--- config.mk ---
export PLATFORM = sky130hd
export DESIGN_NAME = sram_bank_front
export DESIGN_NICKNAME = d
export VERILOG_FILES = /design/src/rtl/sbf_pkg.sv /design/src/rtl/sbf_decode.sv /design/src/rtl/sbf_mem.sv /design/src/rtl/sbf_pipe.sv /design/src/rtl/sbf_echo.sv /design/src/rtl/sram_bank_front.sv
export SDC_FILE = /design/constraint.sdc
export NUM_CORES = 2
export LEC_CHECK = 0
export ABC_CLOCK_PERIOD_IN_PS = 2800
export BUFFER_PORTS_ARGS = -buffer_cell sky130_fd_sc_hd__buf_4
export CAP_MARGIN = 20
export CORE_ASPECT_RATIO = 0.9
export CORE_MARGIN = 2
export CORE_UTILIZATION = 45
export DETAILED_ROUTE_END_ITERATION = 16
export PLACE_DENSITY = 0.61
export SLEW_MARGIN = 20
export SYNTH_ARGS = -nofsm -noshare
export SYNTH_HDL_FRONTEND = slang
export SYNTH_MEMORY_MAX_BITS = 65536
export SYNTH_SLANG_ARGS = --single-unit
--- constraint.sdc ---
create_clock -name clk -period 2.8 [get_ports clk]
set_input_delay 0.14 -clock clk [delete_from_list [all_inputs] [get_ports clk]]
set_output_delay 0.14 -clock clk [all_outputs]
set_load 0.03 [all_outputs]
--- src/rtl/sbf_pkg.sv ---
package sbf_pkg;
  // An enable is active when it matches its strap level.
  function automatic logic en_match(input logic en, input logic strap);
    return ~(en ^ strap);
  endfunction

  typedef struct packed {
    logic vld;   // selected read with output enabled
    logic echo;  // programmable enables both active
  } sbf_ctl_t;
endpackage

--- src/rtl/sbf_decode.sv ---
module sbf_decode
  import sbf_pkg::*;
(
  input  logic en_fix_n,
  input  logic en_a,
  input  logic en_b,
  input  logic pol_a,
  input  logic pol_b,
  input  logic wr_n,
  output logic prog_ok,
  output logic sel,
  output logic we,
  output logic re
);
  always_comb begin
    prog_ok = en_match(en_a, pol_a) & en_match(en_b, pol_b);
    sel     = prog_ok & ~en_fix_n;
    we      = sel & ~wr_n;
    re      = sel & wr_n;
  end
endmodule

--- src/rtl/sbf_mem.sv ---
module sbf_mem #(
  parameter int ADDR_W = 8,
  parameter int DATA_W = 16
) (
  input  logic              clk,
  input  logic              we,
  input  logic              re,
  input  logic [ADDR_W-1:0] addr,
  input  logic [DATA_W-1:0] wdata,
  output logic [DATA_W-1:0] rdata
);
  localparam int DEPTH = 1 << ADDR_W;

  logic [DATA_W-1:0] ram [DEPTH];

  always_ff @(posedge clk) begin
    if (we) ram[addr] <= wdata;
    if (re) rdata     <= ram[addr];
  end
endmodule

--- src/rtl/sbf_pipe.sv ---
module sbf_pipe #(
  parameter int W     = 8,
  parameter int DEPTH = 1
) (
  input  logic         clk,
  input  logic         rst,
  input  logic [W-1:0] d,
  output logic [W-1:0] q
);
  generate
    if (DEPTH == 0) begin : g_thru
      assign q = d;
    end else begin : g_regs
      logic [W-1:0] stg [DEPTH];
      always_ff @(posedge clk) begin
        if (rst) begin
          for (int i = 0; i < DEPTH; i++) stg[i] <= '0;
        end else begin
          stg[0] <= d;
          for (int i = 1; i < DEPTH; i++) stg[i] <= stg[i-1];
        end
      end
      assign q = stg[DEPTH-1];
    end
  endgenerate
endmodule

--- src/rtl/sbf_echo.sv ---
module sbf_echo (
  input  logic       clk,
  input  logic       rst,
  input  logic       echo_on,
  output logic [1:0] cq_t,
  output logic [1:0] cq_c
);
  logic phase;

  always_ff @(posedge clk) begin
    if (rst) phase <= 1'b0;
    else     phase <= ~phase;
  end

  assign cq_t = {2{echo_on &  phase}};
  assign cq_c = {2{echo_on & ~phase}};

  // a running echo clock flips every cycle
  assert_echo_toggles_R7: assert property (@(posedge clk) disable iff (rst)
    (echo_on && $past(echo_on) && !$past(rst)) |-> (cq_t != $past(cq_t)));

  // true and inverted outputs stay complementary while running
  assert_echo_complement_R7: assert property (@(posedge clk) disable iff (rst)
    echo_on |-> ((cq_t ^ cq_c) == 2'b11));
endmodule

--- src/rtl/sram_bank_front.sv ---
module sram_bank_front
  import sbf_pkg::*;
#(
  parameter int ADDR_W = 8,
  parameter int DATA_W = 16,
  parameter int RD_LAT = 2   // must be at least 1
) (
  input  logic              clk,
  input  logic              rst,
  input  logic [ADDR_W-1:0] addr,
  input  logic              wr_n,
  input  logic [DATA_W-1:0] din,
  input  logic              dout_en,
  input  logic              en_fix_n,
  input  logic              en_a,
  input  logic              en_b,
  input  logic              pol_a,
  input  logic              pol_b,
  output logic [DATA_W-1:0] dout,
  output logic              dout_vld,
  output logic [1:0]        cq_t,
  output logic [1:0]        cq_c
);
  localparam int TAIL   = RD_LAT - 1;
  localparam int CTL_W  = $bits(sbf_ctl_t);
  localparam int PIPE_W = DATA_W + CTL_W;

  logic prog_ok, sel, we, re;

  sbf_decode u_dec (
    .en_fix_n (en_fix_n),
    .en_a     (en_a),
    .en_b     (en_b),
    .pol_a    (pol_a),
    .pol_b    (pol_b),
    .wr_n     (wr_n),
    .prog_ok  (prog_ok),
    .sel      (sel),
    .we       (we),
    .re       (re)
  );

  // First stage: array read and control captured together.
  logic [DATA_W-1:0] rd_q;
  sbf_ctl_t          ctl_q;

  sbf_mem #(.ADDR_W(ADDR_W), .DATA_W(DATA_W)) u_mem (
    .clk   (clk),
    .we    (we),
    .re    (re),
    .addr  (addr),
    .wdata (din),
    .rdata (rd_q)
  );

  always_ff @(posedge clk) begin
    if (rst) begin
      ctl_q <= '0;
    end else begin
      ctl_q.vld  <= re & dout_en;
      ctl_q.echo <= prog_ok;
    end
  end

  // Remaining stages carry data and control in lockstep.
  logic [PIPE_W-1:0] pipe_q;
  sbf_ctl_t          ctl_o;
  logic [DATA_W-1:0] data_o;

  sbf_pipe #(.W(PIPE_W), .DEPTH(TAIL)) u_pipe (
    .clk (clk),
    .rst (rst),
    .d   ({ctl_q, rd_q}),
    .q   (pipe_q)
  );

  assign ctl_o    = sbf_ctl_t'(pipe_q[PIPE_W-1 -: CTL_W]);
  assign data_o   = pipe_q[DATA_W-1:0];
  assign dout_vld = ctl_o.vld;
  assign dout     = ctl_o.vld ? data_o : '0;

  sbf_echo u_echo (
    .clk     (clk),
    .rst     (rst),
    .echo_on (ctl_o.echo),
    .cq_t    (cq_t),
    .cq_c    (cq_c)
  );

  // the array is written only with the fixed enable asserted
  assert_write_needs_fix_R2: assert property (@(posedge clk) disable iff (rst)
    we |-> !en_fix_n);

  // valid data never leaves while the echo clocks are gated off
  assert_vld_with_echo_R5: assert property (@(posedge clk) disable iff (rst)
    dout_vld |-> ((cq_t ^ cq_c) == 2'b11));

  // invalid output cycles carry all-zero data
  assert_blank_data_R4: assert property (@(posedge clk) disable iff (rst)
    !dout_vld |-> (dout == '0));
endmodule

==> out/metrics.cfg <==
[global_routing]
track_usage_pct = 23.6
gr-total-overflow = 0
top_usage_layer = met2
first_global_vias = 78100
grt_use_met2_pct = 37.0
grt_max_degree = 126
antenna_found_initial = 28
grt_pass1_wl_um = 591000
use_met3_pct = 3.80
grt_util_met1_pct = 34.4

[logic_synthesis]
synthCells = 6775
synthTopCellsByArea = edfxtp_1 (79%), mux4_2 (15%), a22oi_1 (2.5%)
yosys_warnings = 0
netlist_area_um2 = 156000
postSynthAreaPerCell_um2 = 23.0
ys_seq_elements = 4133
netlist.area_leader.share_pct = 79.1
synth.distinct_cells = 24
ys.flop_type = edfxtp_1
yosysTopAreaCell = edfxtp_1
ys_seq_area_share_pct = 79.3
async_flop_share_pct = 0
synth_nets = 6808
synth_edf_count = 4112

[timing]
period_share_pct = 100
hold_viol = 0
rsz0062_at_grt = no
drv_slew = 0
setup_violations = 0
relSlewSlack_pct = 31.9
period_needed_ps = 2800
worstMarginPinSlew_ps = 1020
worst_slack_ps = 0.779
fmax_mhz = 357
fin_skew_ps = 47.3

[min_path]
hp-start = din[3]
min_to = u_mem.ram[228][3]
hold_class = in2reg
hold_depth = 2

[clock_network]
clk_path_buf_depth = 4
clock-sinks = 4133
numCtsBuffers = 406
post_cts_buffers = 0
clk_pin_slew_worst_paths_ps = 60
cts_htree_levels = 5
clk_latency_ps = 960
cts_tree = built
root_buffer = clkbuf_16

[power_and_ir_drop]
vdd_ir_drop_max_mv = 0.534
powerDensity_nw_per_um2 = 684
p_total_mw = 127
p_leak_nw = 58.5

[worst_setup_path]
r2r_start = u_mem.ram[107][4]
path_max_fanout = 1
r2r-end = u_mem.rdata[4]
startpoint_type = flip-flop
critical_path_class = reg2reg
r2r_cells = 6
crit_arrival_ps = 3500
crit_required_ps = 3500
cp-end-kind = flip-flop
r2r_slack_ps = 0.8

[die]
die_area_um2 = 352000
core.rowCount = 205
die_w_um = 625
io-pin-count = 54
floorplan.initialDensity_pct = 45.1
dieHeight_um = 563
core_area_um2 = 346000

[drt]
routed_via_density = 6.12
drtIter0Drc = 10500
wl_um = 419000
postRouteAntennaNets = 0
vias = 78500
wl_per_cell_um = 32.7
drc = 0
drtPass1Iterations = 6

[finish]
nFillCells = 25800
fin_cells = 12800
nets = 7939
final_cell_area_um2 = 186000
final_layout_size_suffix_gt1_share_pct = 33.3
post-route-util_pct = 53.7
area_growth_pct = 19.0

[place]
dpl-instance-area_um2 = 173000
portBuffers = 53
numPlacedInstances = 12000
gp_congestion = 0.843
dp_hpwl_um = 259000
dp_slack_ps = -1010

[status]
outcome = completed

[flow_run]
cap_viol_max_count = 0

[cell usage after synthesis, drive strengths merged (2+ instances only)]
master,number
a21oi,256
a22oi,512
and2,19
buf,162
clkbuf,257
dfxtp,21
edfxtp,4112
mux4,1024
nand2,26
nand2b,2
nand3,4
nand4,20
nor2,261
nor2b,25
nor3,2
nor3b,3
o41ai,64
xnor2,2
[kinds of logic after synthesis]
| kind of cell | share of synthesized area, % |
|---|---|
| flip-flops | 79.3 |
| buffers and inverters | 1.23 |
| multiplexers | 14.8 |
| XOR/XNOR | 0.0112 |
| AO/OA/AOI/OAI | 3.64 |
| AND/OR/NAND/NOR | 1.00 |
[worst max-delay path by stage]
| stage | endpoint | depth (start not counted) | from |
|---|---|---|---|
| 2_1_floorplan | u_mem.ram[117][0] | 8 | addr[0] |
| 3_3_place_gp | u_mem.rdata[12] | 10 | addr[0] |
| 3_5_place_dp | u_mem.rdata[3] | 10 | addr[0] |
| 4_1_cts | u_mem.rdata[3] | 7 | u_mem.ram[113][3] |
| 5_1_grt | ctl_q[1] | 10 | en_b |
| 6_report | u_mem.rdata[4] | 6 | u_mem.ram[107][4] |
[state kept, by name, summed over array words and instances (netlist names)]
register           count
u_mem.ram           4096
ctl_q                  2
u_mem.rdata           16
u_echo.phase           1
u_pipe.g_regs.stg     18
[worst max-delay path, cell delays in order, from the launching register on]
cell,delay (ps)
edfxtp_1,380
mux4_2,480
a22oi_1,360
a21oi_1,230
o41ai_1,770
buf_4,250
nand4_1,90
[stage by stage]
step	hold slack, ps	TNS, ps
global route	64.3	0
global placement	421	-17000
floorplan	239	0
finish	77.7	0
CTS	14.4	0
detailed placement	425	-9300
[cell usage in the layout, fill, tap and decap left out, types with 87 or more instances in the layout]
cell type,synthesis,routed
a21oi_1,256,256
a22oi_1,512,512
buf_12,0,319
buf_4,12,774
clkbuf_1,257,87
clkbuf_16,0,411
clkinv_1,0,104
edfxtp_1,4112,4112
mux4_2,1024,1024
nor2_1,261,251
[power breakdown]
group / switching (mW) / internal (mW) / leakage (nW)
Sequential: 0.0163 / 68.0 / 37.1
Combinational: 3.95 / 2.55 / 15.2
Clock: 23.0 / 29.4 / 6.18
Total: 27.0 / 100 / 58.5
[area by class of cell]
class	count	area, µm²	share of cell area [%]
tap	4554	5700	3.07
antenna	27	67.6	0.0364
timing repair buffer	1142	12800	6.88
clock buffer	499	10600	5.72
clock inverter	240	2030	1.09
sequential	4133	124000	66.7
multi-input combinational	2223	30700	16.5
[repair_timing]
item,in CTS,in global routing
setup endpoints to repair,5,4
hold buffers,28,0
endpoints found under the hold margin,3082,0
resized for setup,9,5
[per-layer routing]
layer / vias to the layer above / wire [µm] / share of wire [%]
met5: - / 72 / 0.017
met4: 10 / 12900 / 3.1
met3: 598 / 38100 / 9.1
met2: 3978 / 198000 / 47
met1: 42300 / 170000 / 40
li1: 31500 / - / -
Note: power is estimated with default switching activity, not from simulation.
